### src/rtl/cmw_pkg.sv
package cmw_pkg;

  typedef enum logic [1:0] {
    ST_IDLE = 2'd0,
    ST_WALK = 2'd1,
    ST_FIN  = 2'd2
  } walk_state_e;

  typedef enum logic [1:0] {
    MD_CLEAN = 2'd0,
    MD_INV   = 2'd1,
    MD_BOTH  = 2'd2,
    MD_NOP   = 2'd3
  } maint_mode_e;

  function automatic logic mode_cleans(maint_mode_e m);
    return (m == MD_CLEAN) || (m == MD_BOTH);
  endfunction

  function automatic logic mode_drops(maint_mode_e m);
    return (m == MD_INV) || (m == MD_BOTH);
  endfunction

endpackage

### src/rtl/cmw_cmd_decode.sv
module cmw_cmd_decode
  import cmw_pkg::*;
#(
  parameter int unsigned WAY_W    = 1,
  parameter int unsigned SET_W    = 7,
  parameter int unsigned LINE_OFS = 6
) (
  input  logic [2:0]       op,
  input  logic [31:0]      arg,
  output maint_mode_e      mode,
  output logic             single,
  output logic [SET_W-1:0] set_idx,
  output logic [WAY_W-1:0] way_idx
);

  localparam int unsigned WAY_LSB  = 32 - WAY_W;
  localparam logic [31:0] WAY_MASK = {32{1'b1}} << WAY_LSB;
  localparam logic [31:0] SET_MASK = ((32'd1 << SET_W) - 32'd1) << LINE_OFS;

  logic arg_unused;

  assign mode       = maint_mode_e'(op[1:0]);
  assign single     = op[2];
  assign way_idx    = arg[WAY_LSB +: WAY_W];
  assign set_idx    = arg[LINE_OFS +: SET_W];
  // bits outside the way and set fields carry no meaning
  assign arg_unused = ^(arg & ~(WAY_MASK | SET_MASK));

endmodule

### src/rtl/cmw_line_ptr.sv
module cmw_line_ptr #(
  parameter int unsigned NUM_WAYS = 2,
  parameter int unsigned NUM_SETS = 128,
  parameter int unsigned WAY_W    = 1,
  parameter int unsigned SET_W    = 7
) (
  input  logic             clk,
  input  logic             rst_n,
  input  logic             load,
  input  logic [SET_W-1:0] load_set,
  input  logic [WAY_W-1:0] load_way,
  input  logic             adv,
  output logic [SET_W-1:0] set_q,
  output logic [WAY_W-1:0] way_q,
  output logic             last
);

  localparam logic [WAY_W-1:0] WAY_MAX = WAY_W'(NUM_WAYS - 1);
  localparam logic [SET_W-1:0] SET_MAX = SET_W'(NUM_SETS - 1);

  logic [SET_W-1:0] set_d;
  logic [WAY_W-1:0] way_d;
  logic             ptr_en;

  always_comb begin
    ptr_en = load | adv;
    set_d  = set_q;
    way_d  = way_q;
    if (load) begin
      set_d = load_set;
      way_d = load_way;
    end else if (adv) begin
      if (way_q == WAY_MAX) begin
        way_d = '0;
        set_d = set_q + SET_W'(1);
      end else begin
        way_d = way_q + WAY_W'(1);
      end
    end
  end

  always_ff @(posedge clk or negedge rst_n) begin
    if (!rst_n) begin
      set_q <= '0;
      way_q <= '0;
    end else if (ptr_en) begin
      set_q <= set_d;
      way_q <= way_d;
    end
  end

  assign last = (way_q == WAY_MAX) && (set_q == SET_MAX);

endmodule

### src/rtl/cmw_line_action.sv
module cmw_line_action
  import cmw_pkg::*;
(
  input  logic        active,
  input  maint_mode_e mode,
  input  logic        ln_valid,
  input  logic        ln_dirty,
  input  logic        wb_ready,
  output logic        wb_req,
  output logic        retire,
  output logic        clr_valid,
  output logic        clr_dirty
);

  logic cleans;
  logic drops;

  always_comb begin
    cleans    = mode_cleans(mode);
    drops     = mode_drops(mode);
    wb_req    = active & cleans & ln_valid & ln_dirty;
    retire    = active & (~wb_req | wb_ready);
    clr_valid = retire & drops & ln_valid;
    clr_dirty = retire & ((drops & ln_dirty) | wb_req);
  end

endmodule

### src/rtl/cache_maint_walker.sv
module cache_maint_walker
  import cmw_pkg::*;
#(
  parameter int unsigned NUM_WAYS   = 2,
  parameter int unsigned NUM_SETS   = 128,
  parameter int unsigned LINE_BYTES = 64,
  localparam int unsigned WAY_W     = $clog2(NUM_WAYS),
  localparam int unsigned SET_W     = $clog2(NUM_SETS),
  localparam int unsigned LINE_OFS  = $clog2(LINE_BYTES)
) (
  input  logic             clk,
  input  logic             rst_n,
  input  logic             cmd_valid,
  output logic             cmd_ready,
  input  logic [2:0]       cmd_op,
  input  logic [31:0]      cmd_arg,
  output logic [SET_W-1:0] ln_set,
  output logic [WAY_W-1:0] ln_way,
  input  logic             ln_valid,
  input  logic             ln_dirty,
  output logic             ln_clr_valid,
  output logic             ln_clr_dirty,
  output logic             wb_valid,
  input  logic             wb_ready,
  output logic [SET_W-1:0] wb_set,
  output logic [WAY_W-1:0] wb_way,
  output logic             busy,
  output logic             done
);

  walk_state_e      state_q, state_d;
  maint_mode_e      mode_q, mode_d;
  logic             single_q, single_d;
  maint_mode_e      dec_mode;
  logic             dec_single;
  logic [SET_W-1:0] dec_set, ptr_set, load_set;
  logic [WAY_W-1:0] dec_way, ptr_way, load_way;
  logic             ptr_last, cmd_fire, walk_end, retire, wb_req, adv;

  cmw_cmd_decode #(.WAY_W(WAY_W), .SET_W(SET_W), .LINE_OFS(LINE_OFS)) u_dec (
    .op(cmd_op), .arg(cmd_arg), .mode(dec_mode), .single(dec_single),
    .set_idx(dec_set), .way_idx(dec_way)
  );

  assign cmd_fire = cmd_valid && (state_q == ST_IDLE);
  assign walk_end = single_q | ptr_last;
  assign adv      = retire & ~walk_end;
  assign load_set = dec_single ? dec_set : '0;
  assign load_way = dec_single ? dec_way : '0;

  cmw_line_ptr #(.NUM_WAYS(NUM_WAYS), .NUM_SETS(NUM_SETS), .WAY_W(WAY_W), .SET_W(SET_W)) u_ptr (
    .clk(clk), .rst_n(rst_n), .load(cmd_fire), .load_set(load_set), .load_way(load_way),
    .adv(adv), .set_q(ptr_set), .way_q(ptr_way), .last(ptr_last)
  );

  cmw_line_action u_act (
    .active(state_q == ST_WALK), .mode(mode_q), .ln_valid(ln_valid), .ln_dirty(ln_dirty),
    .wb_ready(wb_ready), .wb_req(wb_req), .retire(retire),
    .clr_valid(ln_clr_valid), .clr_dirty(ln_clr_dirty)
  );

  always_comb begin
    state_d  = state_q;
    mode_d   = mode_q;
    single_d = single_q;
    case (state_q)
      ST_IDLE: if (cmd_fire) begin
        state_d  = ST_WALK;
        mode_d   = dec_mode;
        single_d = dec_single;
      end
      ST_WALK: if (retire && walk_end) state_d = ST_FIN;
      ST_FIN:  state_d = ST_IDLE;
      default: state_d = ST_IDLE;
    endcase
  end

  always_ff @(posedge clk or negedge rst_n) begin
    if (!rst_n) begin
      state_q  <= ST_IDLE;
      mode_q   <= MD_NOP;
      single_q <= 1'b0;
    end else begin
      state_q <= state_d;
      if (cmd_fire) begin
        mode_q   <= mode_d;
        single_q <= single_d;
      end
    end
  end

  assign cmd_ready = (state_q == ST_IDLE);
  assign busy      = (state_q != ST_IDLE);
  assign done      = (state_q == ST_FIN);
  assign ln_set    = ptr_set;
  assign ln_way    = ptr_way;
  assign wb_valid  = wb_req;
  assign wb_set    = ptr_set;
  assign wb_way    = ptr_way;

endmodule

### config.mk
export PLATFORM = sky130hd
export DESIGN_NAME = cache_maint_walker
export DESIGN_NICKNAME = d
export VERILOG_FILES = /design/src/rtl/cmw_pkg.sv /design/src/rtl/cmw_cmd_decode.sv /design/src/rtl/cmw_line_ptr.sv /design/src/rtl/cmw_line_action.sv /design/src/rtl/cache_maint_walker.sv
export SDC_FILE = /design/constraint.sdc
export NUM_CORES = 1
export LEC_CHECK = 0
export ABC_CLOCK_PERIOD_IN_PS = 3400
export CORE_UTILIZATION = 38
export CTS_BUF_LIST = sky130_fd_sc_hd__clkbuf_4 sky130_fd_sc_hd__clkbuf_8
export CTS_CLUSTER_SIZE = 10
export DETAILED_ROUTE_END_ITERATION = 7
export PLACE_DENSITY = 0.87
export SYNTH_ARGS = -nofsm -noshare
export SYNTH_HDL_FRONTEND = slang
export SYNTH_SLANG_ARGS = --single-unit
export TNS_END_PERCENT = 30
### constraint.sdc
create_clock -name clk -period 3.4 [get_ports clk]
set_clock_uncertainty 0.1 [all_clocks]
set_input_delay 0.68 -clock clk [delete_from_list [all_inputs] [get_ports clk]]
set_output_delay 0.68 -clock clk [all_outputs]
set_load 0.02 [all_outputs]
# ---- After elaboration in Yosys (flattened, before gate mapping)
# Index checks and enable logic that the tools add are counted.
dict set report totals {
  elab_cells 54
  inputBits 41
  regBits 13
}
dict set report op_classes {
  reduce_logical 14
  n_bitwise 15
  add_sub_neg 2
  eq_ne 7
  n_mux 11
}
# op count
set ops {}
lappend ops {{$mux 7} 4}
lappend ops {{$and 1x1->1} 9}
lappend ops {{$add 7x1->7 const B} 1}
lappend ops {{$eq 7x7->1 const B} 1}
lappend ops {{$reduce_and 2->1} 3}
lappend ops {{$reduce_bool 2->1} 3}
lappend ops {{$eq 2x1->1 const B} 2}
lappend ops {{$eq 2x2->1 const B} 2}
lappend ops {{$logic_not 2->1} 2}
lappend ops {{$mux 1} 4}
lappend ops {{$mux 2} 2}
lappend ops {{$or 1x1->1} 4}
lappend ops {{$pmux 2 s2} 1}
lappend ops {{$logic_and 1x1->1} 3}
lappend ops {{$reduce_and 3->1} 1}
lappend ops {{$logic_or 1x1->1} 2}
lappend ops {{$ne 2x1->1 const B} 1}
lappend ops {{$ne 2x2->1 const B} 1}
lappend ops {{$not 1->1} 2}
lappend ops {{$add 1x1->1 const B} 1}

# ---- Logic depth before layout (Yosys ltp)
# Gate-level depths: netlist of the first run.
dict set report logic_depth {
  depth_word 11
  depth_mapped 6
  mapped_depth_nobuf 6
}

# ---- Hierarchy
# A second synthesis of the first run with hierarchy kept.
dict set report hier_totals {
  cells_unflattened 110
  hier_area_um2 974.7
}
# mod cells_each n_inst area_each_um2
set by_module_without_submodules {}
lappend by_module_without_submodules {cmw_line_ptr 52 1 451.7}
lappend by_module_without_submodules {cache_maint_walker 34 1 350.3}
lappend by_module_without_submodules {cmw_line_action 13 1 90.1}
lappend by_module_without_submodules {cmw_cmd_decode 11 1 82.6}

# ---- Worst setup path after synthesis of the first run
# OpenSTA, ideal clock, no wires.
dict set report synth_timing {
  kind {reg-to-output}
  from {reg mode_q[0]}
  to {out ln_clr_valid}
  path_slack_ns 1.179
  path_stages_with_launch 6
  arrival_ns 1.441
  n_path_buf 0
  path_cell_list {dfstp_2 -> inv_1 -> ha_1 -> o21ai_2 -> o21a_1 -> and3_1}
}
dict set report synth_via {
  elab_chain_len 10
}
# item line_no
set synth_rtl {}
lappend synth_rtl {{start: declaration} cache_maint_walker.sv:32} ;# maint_mode_e mode_q, mode_d;
lappend synth_rtl {{start signal: assignment} cache_maint_walker.sv:86} ;# mode_q <= mode_d;
lappend synth_rtl {{$eq 2x2->1 / $logic_not 2->1 (equally long branches)} {cmw_pkg.sv:17, cmw_pkg.sv:21}}
lappend synth_rtl {{$logic_or 1x1->1} cmw_pkg.sv:17} ;# return (m == MD_CLEAN) || (m == MD_BOTH);
lappend synth_rtl {{$and 1x1->1 (3 in a row)} cmw_line_action.sv:21} ;# wb_req = active & cleans & ln_valid & ln_dirty;
lappend synth_rtl {{$not 1->1} cmw_line_action.sv:22} ;# retire = active & (~wb_req | wb_ready);
lappend synth_rtl {{$or 1x1->1} cmw_line_action.sv:22}
lappend synth_rtl {{$and 1x1->1} cmw_line_action.sv:22}
lappend synth_rtl {{$and 1x1->1 (*) (2 in a row)} cmw_line_action.sv:23} ;# clr_valid = retire & drops & ln_valid;
lappend synth_rtl {{end: declaration} cache_maint_walker.sv:21} ;# output logic ln_clr_valid,
# Every way passes the cells marked *; elsewhere a longest branch is shown, timed or not.

# ---- Worst setup path in the final report of the first run
# Same ends and word-level chain as after synthesis.

==> results of run 1 <==
kinds of logic after synthesis:
family | count (synthesis) | synth area share
adders and majority gates | 3 | 0.0430
and+or+nand+nor | 32 | 0.225
AOI/OAI and AO/OA | 31 | 0.228
buffers and inverters | 17 | 0.116
muxes | 1 | 0.0115
DFF | 13 | 0.376
layout by cell type (no fill, tap or decap):
cell / synthesis / layout
a32oi_1: 1 / 1
nand2b_1: 1 / 1
or2_2: 1 / 1
nor2b_1: 3 / 3
dfstp_2: 2 / 2
o211ai_1: 1 / 1
clkdlybuf4s50_1: 0 / 38
or4_1: 3 / 3
o21a_1: 2 / 2
a21oi_1: 10 / 10
a211oi_1: 2 / 2
a31oi_1: 3 / 3
nand2_1: 6 / 6
nor2_1: 4 / 4
inv_1: 5 / 5
dfrtp_1: 11 / 11
o21ai_0: 5 / 5
mux2i_1: 1 / 1
o31a_2: 1 / 1
and2_4: 1 / 1
and3_4: 2 / 2
nand3_1: 5 / 5
and3_1: 2 / 2
buf_4: 8 / 1
ha_1: 3 / 3
and4bb_2: 1 / 1
clkbuf_4: 0 / 4
or3_2: 1 / 1
o31ai_1: 3 / 3
a41oi_1: 1 / 1
nor3b_1: 1 / 1
or3b_2: 1 / 1
o21ai_2: 2 / 2
metal layers:
metal / global-route usage / wire [µm] / up-vias
li1: - / - / 409
met1: 0.239 / 853 / 386
met2: 0.369 / 1200 / 45
met3: 0.0370 / 195 / 7
met4: 0.167 / 70 / 0
met5: 0 / 0 / -
per-stage QoR:
| step | hold slack, ns | total power [mW] | util | area [µm²] |
|---|---|---|---|---|
| 3_3_place_gp | 0.403 | 1.05 | 0.587 | 1210 |
| 6_report | 0.440 | 1.19 | 0.602 | 1240 |
| 2_1_floorplan | 0.284 | 0.803 | - | 872 |
| 5_1_grt | 0.468 | 1.28 | 0.602 | 1240 |
| 4_1_cts | 0.447 | 1.20 | 0.602 | 1240 |
| 3_5_place_dp | 0.432 | 1.08 | 0.587 | 1210 |
final cells by class:
type	instances	area [µm²]
Fill cell	181	821
Multi-Input combinational cell	67	443
Timing Repair Buffer	39	388
Sequential cell	13	328
Tap cell	27	33.8
Clock buffer	4	30.0
Inverter	5	18.8
path summary, 6_finish.rpt:
path                                 from        endpoint  slack, ns  cells past startpoint
worst max-delay path            mode_q[0]    ln_clr_valid       0.30                      6
worst min-delay path            mode_q[0]       mode_q[0]       0.44                      2
worst max register to register  mode_q[0]  u_ptr.set_q[5]       1.24                      6
worst min register to register  mode_q[0]       mode_q[0]       0.44                      2
max in group asynchronous           rst_n  u_ptr.set_q[1]       2.16                      1
min in group asynchronous           rst_n      state_q[1]       0.66                      1
critical path, stage by stage, from the launching register on:
cell and delay (ns):
dfstp_2 0.52, inv_1 0.06, ha_1 0.20, o21ai_2 0.28, o21a_1 0.21, and3_1 0.16, clkdlybuf4s50_1 0.60
registers in the layout, summed over array words and instances, names as in the netlist:
register / flops
mode_q: 2
u_ptr.way_q: 1
single_q: 1
u_ptr.set_q: 7
state_q: 2
power groups by stage:
stage	Sequential, mW	Clock [mW]	Combinational, mW
detailed placement	0.336	0	0.746
global route	0.351	0.117	0.810
CTS	0.333	0.114	0.752
floorplan	0.368	0	0.435
global placement	0.326	0	0.726
finish	0.335	0.109	0.748
==> metrics, run 1 <==
outcome finished, final reports clean; initial antenna violation count 0; worst-path fanout max 6; Hold Buf Count CTS 0; dpl cells 151; Final Hold Viols 0; register area share after synthesis 0.376; Die H 49.9 µm; I/O Buffers 38; Ant. Diodes 0; top cells by area, synth dfrtp_1 32%, buf_4 6.9%, dfstp_2 6.0%; NumNets Final 173; combinational fraction of design power 0.627; CTS H-tree depth 1; YS warnings 0; syn_area_per_cell 8.99 µm²; DR pass1 iterations 4; worst setup margin 0.300 ns; count leader, synth dfrtp_1; arrival time at the worst endpoint 2.32 ns; RSZ-0062 raised after global routing false; P_int 652 µW; gr ovfl total 0; I/O pin cnt 63; wirelength, routed 2.32 mm; Die Wd 49.9 µm; largest net degree at the start of global routing 14; FF+latch count, synth 13; Period minus WS final 3.10 ns; Max-cap violations 0; vias per cell 5.46; Slew @ Worst Pin 0.587 ns; Hold/Removal Path Class flop to flop; DR WL/cell 14.9 µm; Syn Inst Count 97; share of the synthesized area in the top cell type 0.316; wire length of the first global-routing pass 3.92 mm; share of cells above drive strength 1 0.133; number of library cell types mapped by synthesis 33; Slew Viols, Final 0; via count 847; FMAX 323 MHz; core area 0.00206 mm²; Worst Setup Path Type flop to primary output; Net Count, Synth 141; CTS tree built; cts repair resizes 0; detailed-route DRC error count 0; FFs w/ async S/R, synth 1.00; Startpoint Class flop; Post-synth top cells 11 x dfrtp_1, 10 x a21oi_1, 8 x buf_4; Main synth FF type dfrtp_1; Pleak 0.502 nW; Placer Congestion 0.811; Worst-path clk slew 0.08 ns; critical path required time 2.62 ns; DP HPWL 1.66 mm; critical path capture point type primary output; Clock Power Share 0.092; Setup Fix Bufs, Post-CTS 0; gr usage total 0.218; share of the clock period used by the worst path 0.912; headroom to the max-slew limit 0.608; area grow syn2layout 42.3%; # setup viols final 0; Sum Neg Setup Slack 0 ns; Routed Antenna Nets 0; clk root buf clkbuf_4; Net Sw Frac 0.453; DRT iter0 DRCs 17; Reg power frac 0.281; die area 0.00249 mm²; Psw 541 µW; Row Count 16; clk sink count 13; worst vdd ir 0.000429 V; clk_lat worst skew 0.29 ns; vias in the first global route 838; CTS buffer count 3; cell taking the most area after synthesis dfrtp_1; pre-CTS WS 0.360 ns; Post-synth EDFFs 0; Mapped Area 872 µm²; Non-Filler Instances 155; pwr/cell area 961 mW/mm²; clk buf depth 2; Initial Util 0.423
No activity file was read; power rests on OpenSTA's default activity.
==> run 2, diff against run 1 <==
--- a/config.mk
+++ b/config.mk
@@ -6,6 +6,7 @@
 export NUM_CORES = 1
 export LEC_CHECK = 0
 export ABC_CLOCK_PERIOD_IN_PS = 3400
+export CORE_MARGIN = 2
 export CORE_UTILIZATION = 38
 export CTS_BUF_LIST = sky130_fd_sc_hd__clkbuf_4 sky130_fd_sc_hd__clkbuf_8
 export CTS_CLUSTER_SIZE = 10
==> metrics, run 2 (synthesis gave the netlist of run 1 again) <==
initial antenna violation count 0 (unchanged); Placer Congestion 0.835 (+2.9%); Startpoint Class flop; critical path required time 2.62 ns (about the same); GR Layer Usage met3 0.0402 (+0.00319); DP HPWL 1.68 mm (+1.0%); FMAX 320 MHz (-0.80%); Row Count 17 (+1); Slew @ Worst Pin 0.601 ns (+0.0137 ns); Sum Neg Setup Slack 0 ns (unchanged); I/O pin cnt 63 (unchanged); via count 851 (+0.47%); CP bufs+invs 2 (unchanged); Final Hold Viols 0 (unchanged); share of the clock period used by the worst path 0.919 (+0.00740); FF+latch area 328 µm² (unchanged); # setup viols final 0 (unchanged); DRT iter0 DRCs 11 (-6); NumNets Final 173 (unchanged); Die Wd 51.9 µm (+4.0%); Top Registers u_ptr.set_q: 7 flops, mode_q: 2 flops, state_q: 2 flops; Worst R2R Path Depth 6 (unchanged); DR WL/cell 14.2 µm (-5.1%); arrival time at the worst endpoint 2.34 ns (+0.02 ns); cts repair resizes 0 (unchanged); Period minus WS final 3.12 ns (+0.0252 ns); pwr/cell area 958 mW/mm² (-0.37%); Die H 51.9 µm (+4.0%); Setup Fix Bufs, Post-CTS 0 (unchanged); Slew Viols, Final 0 (unchanged); wirelength, routed 2.21 mm (-4.4%); Worst path max stage delay 0.60 ns (about the same); met2 usage 0.312 (-0.0571); number of cells on the worst hold path 2 (unchanged); Design Area, Final 0.00124 mm² (+0.10%); critical path's top delay family buffers and inverters; gr ovfl total 0 (unchanged); Hold Buf Count CTS 0 (unchanged); Worst-path clk slew 0.08 ns (about the same); largest net degree at the start of global routing 14 (unchanged); I/O Buffers 38 (unchanged); CTS buffer count 3 (unchanged); die area 0.00269 mm² (+8.2%); overall power 1.19 mW (-0.27%); Worst path slowest cell clkdlybuf4s50_1; area grow syn2layout 42.5%; number of fill cells 183 (+1.1%); Initial Util 0.398 (-0.0249); Hold/Removal Path Class flop to flop; clk root buf clkbuf_4; R2R Path End u_ptr.set_q[5]; DP Area 0.00121 mm² (+0.10%); vias in the first global route 843 (+0.60%); headroom to the max-slew limit 0.598 (-0.00915); detailed-route DRC error count 0 (unchanged); Worst R2R Start mode_q[0]; worst vdd ir 0.000414 V (-3.5%); hold_sp mode_q[1]; worst-path fanout max 6 (unchanged); outcome finished, final reports clean; Critical Path Source mode_q[0]; most used routing layer met2; Biggest register u_ptr.set_q; most common cell after layout, fill and taps aside clkdlybuf4s50_1; CP cell instances inv_1 > ha_1 > o21ai_2 > o21a_1 > and3_1 > clkdlybuf4s50_1; DR pass1 iterations 4 (unchanged); clk buf depth 2 (unchanged); critical path capture point type primary output; most frequent cells in the layout 38 x clkdlybuf4s50_1, 11 x dfrtp_1, 10 x a21oi_1; Max-cap violations 0 (unchanged); Worst Setup Path Type flop to primary output; wire length of the first global-routing pass 3.63 mm (-7.4%); share of cells above drive strength 1 0.133 (unchanged); vias per cell 5.46 (-0.17%); number of flip-flops in the largest register 7 (unchanged); Pleak 0.502 nW (unchanged); RSZ-0062 raised after global routing false; Ant. Diodes 0 (unchanged); flop2flop setup slack 1.19 ns (-0.05 ns); core area 0.00219 mm² (+6.2%); multi-input logic area 443 µm² (unchanged); CTS H-tree depth 1 (unchanged); gr usage total 0.183 (-0.0347); Hold EP mode_q[1]; clk sink count 13 (unchanged); clk_lat worst skew 0.29 ns (about the same); met1 Track Usage GR 0.199 (-0.0400); Routed Antenna Nets 0 (unchanged); CTS tree built
run 2: per-layer routing:
layer / vias up / part of all wire
li1: 411 / -
met1: 396 / 0.38
met2: 37 / 0.52
met3: 7 / 0.060
met4: 0 / 0.030
met5: - / 0
run 2: how the worst max path moves through the flow:
| stage | endpoint | slack, ns | cells after the start |
|---|---|---|---|
| after detailed placement | ln_clr_valid | 0.31 | 5 |
| after floorplan | ln_clr_valid | 1.18 | 5 |
| after CTS | ln_clr_valid | 0.27 | 6 |
| after global routing | ln_clr_valid | 0.16 | 6 |
| after global placement | ln_clr_valid | 0.36 | 5 |
| final | ln_clr_valid | 0.28 | 6 |
run 2: worst min-delay path: cells and delay by family, from the launching register on:
kind                   cells  cell delay (ns)
AO/OA/AOI/OAI              1             0.08
buffers and inverters      1             0.07
flip-flops                 1             0.38
run 2: through the flow:
| step | hold WS, ns | util | worst slack, ns | instances |
|---|---|---|---|---|
| after floorplan | 0.284 | - | 1.18 | 97 |
| after global placement | 0.400 | 0.553 | 0.361 | 152 |
| final | 0.431 | 0.567 | 0.275 | 156 |
| after detailed placement | 0.420 | 0.553 | 0.313 | 152 |
| after CTS | 0.437 | 0.567 | 0.266 | 156 |
| after global routing | 0.482 | 0.567 | 0.156 | 156 |
run 2: power by group:
group | switching, mW | internal, mW | leakage [nW] | total (mW)
logic | 0.388 | 0.361 | 0.330 | 0.749
registers | 0.0934 | 0.239 | 0.155 | 0.332
clock network | 0.0555 | 0.0536 | 0.0184 | 0.109
run 2: final cells by class:
type / instances / area share
timing repair buffer: 39 / 0.312
inverter: 5 / 0.0151
tap: 28 / 0.0282
clock buffer: 4 / 0.0242
sequential: 13 / 0.264
multi-input combinational: 67 / 0.356
==> run 3, diff against run 2 <==
--- a/config.mk
+++ b/config.mk
@@ -11,7 +11,7 @@
 export CTS_BUF_LIST = sky130_fd_sc_hd__clkbuf_4 sky130_fd_sc_hd__clkbuf_8
 export CTS_CLUSTER_SIZE = 10
 export DETAILED_ROUTE_END_ITERATION = 7
-export PLACE_DENSITY = 0.87
+export PLACE_DENSITY = 0.84
 export SYNTH_ARGS = -nofsm -noshare
 export SYNTH_HDL_FRONTEND = slang
 export SYNTH_SLANG_ARGS = --single-unit
==> metrics, run 3 (synthesis gave the netlist of run 1 again) <==
Worst Setup Path Type flop to primary output; Hold Buf Count CTS 0 (unchanged); FMAX 321 MHz (+0.36%); CTS tree built; critical path required time 2.62 ns (about the same); Hold/Removal Path Class flop to flop; RSZ-0062 raised after global routing false; critical path capture point type primary output; die area 0.00269 mm² (unchanged); FF+latch area 328 µm² (unchanged); cts repair resizes 0 (unchanged); I/O pin cnt 63 (unchanged); met1 Track Usage GR 0.197 (-0.00145); core area 0.00219 mm² (unchanged); NumNets Final 173 (unchanged); Initial Util 0.398 (unchanged); GR Layer Usage met3 0.0259 (-0.0144); # setup viols final 0 (unchanged); vias in the first global route 766 (-9.1%); number of flip-flops in the largest register 7 (unchanged); Placer Congestion 0.814 (-2.5%); Final Hold Viols 0 (unchanged); DP HPWL 1.56 mm (-7.2%); most common cell after layout, fill and taps aside clkdlybuf4s50_1; wire length of the first global-routing pass 3.37 mm (-7.0%); Setup Fix Bufs, Post-CTS 0 (unchanged); worst-path fanout max 6 (unchanged); wirelength, routed 2.05 mm (-7.6%); most used routing layer met2; clk_lat worst skew 0.28 ns (about the same); via count 813 (-4.5%); Row Count 17 (unchanged); detailed-route DRC error count 0 (unchanged); vias per cell 5.21 (-4.5%); Worst-path clk slew 0.08 ns (about the same); Worst path slowest cell clkdlybuf4s50_1; I/O Buffers 38 (unchanged); CTS buffer count 3 (unchanged); clk buf depth 2 (unchanged); DRT iter0 DRCs 5 (-6); met2 usage 0.283 (-0.0295); Slew Viols, Final 0 (unchanged); CP cell instances inv_1 > ha_1 > o21ai_2 > o21a_1 > and3_1 > clkdlybuf4s50_1; clk root buf clkbuf_4; Die Wd 51.9 µm (unchanged); arrival time at the worst endpoint 2.33 ns (about the same); number of fill cells 195 (+6.6%); share of the clock period used by the worst path 0.916 (-0.00330); initial antenna violation count 0 (unchanged); Period minus WS final 3.11 ns (-0.0112 ns); Top Registers u_ptr.set_q: 7 flops, mode_q: 2 flops, state_q: 2 flops; most frequent cells in the layout 38 x clkdlybuf4s50_1, 11 x dfrtp_1, 10 x a21oi_1; Startpoint Class flop; fin util 0.567 (unchanged); headroom to the max-slew limit 0.608 (+0.00970); clk sink count 13 (unchanged); Slew @ Worst Pin 0.586 ns (-0.0145 ns); Routed Antenna Nets 0 (unchanged); outcome finished, final reports clean; Ant. Diodes 0 (unchanged); worst vdd ir 0.000433 V (+4.7%); DR WL/cell 13.1 µm (-7.6%); CTS H-tree depth 1 (unchanged); gr ovfl total 0 (unchanged); Pleak 0.502 nW (unchanged); share of cells above drive strength 1 0.133 (unchanged); Sum Neg Setup Slack 0 ns (unchanged); area grow syn2layout 42.5% (unchanged); Biggest register u_ptr.set_q; Die H 51.9 µm (unchanged); Worst path max stage delay 0.59 ns (about the same); gr usage total 0.172 (-0.0108); DR pass1 iterations 4 (unchanged); pwr/cell area 945 mW/mm² (-1.4%); Max-cap violations 0 (unchanged); largest net degree at the start of global routing 14 (unchanged); multi-input logic area 443 µm² (unchanged)
[run 3: cell counts in the layout (fill, tap and decap cells not counted)]
Identical to the previous run, type by type.
[run 3: through the flow]
stage	hold WS [ns]	setup slack, ns	std cells	total power, mW	area (µm²)
CTS	0.430	0.270	156	1.18	1240
global route	0.464	0.178	156	1.27	1240
detailed placement	0.418	0.350	152	1.07	1210
finish	0.427	0.286	156	1.17	1240
global placement	0.404	0.360	152	1.05	1210
floorplan	0.284	1.18	97	0.803	872
[run 3: critical path: cells and delay by family, from the launching register on]
kind | cells | cell delay, ns
AOI/OAI and AO/OA | 2 | 0.50
and+or+nand+nor | 1 | 0.16
buffers and inverters | 2 | 0.65
DFF | 1 | 0.52
adders and majority gates | 1 | 0.20
[run 3: routing by layer]
layer / part of all wire / routed length (µm) / up-vias
met5: 0 / 0 / -
met4: 0.027 / 55 / 0
met3: 0.047 / 96 / 5
met2: 0.51 / 1040 / 26
met1: 0.42 / 851 / 377
li1: - / - / 405
[run 3: path summary, 6_finish.rpt]
check                                from  slack (ns)        endpoint  cells after the start
worst min-delay path            mode_q[1]        0.43       mode_q[1]                      2
worst min register to register  mode_q[1]        0.43       mode_q[1]                      2
worst max register to register  mode_q[0]        1.25  u_ptr.set_q[5]                      6
max in group asynchronous           rst_n        2.16  u_ptr.set_q[0]                      1
min in group asynchronous           rst_n        0.66  u_ptr.set_q[6]                      1
worst max-delay path            mode_q[0]        0.29    ln_clr_valid                      6
[run 3: report_power, final]
part / switching, mW / leakage (nW) / total (mW) / internal [mW]
registers: 0.0887 / 0.155 / 0.328 / 0.239
logic: 0.378 / 0.330 / 0.739 / 0.360
clock network: 0.0535 / 0.0184 / 0.107 / 0.0536
[run 3: final cells by class]
cell class              count  area share
multi-input cells          67       0.356
clock buffers               4      0.0242
inverters                   5      0.0151
flip-flops and latches     13       0.264
repair buffers             39       0.312
well taps                  28      0.0282
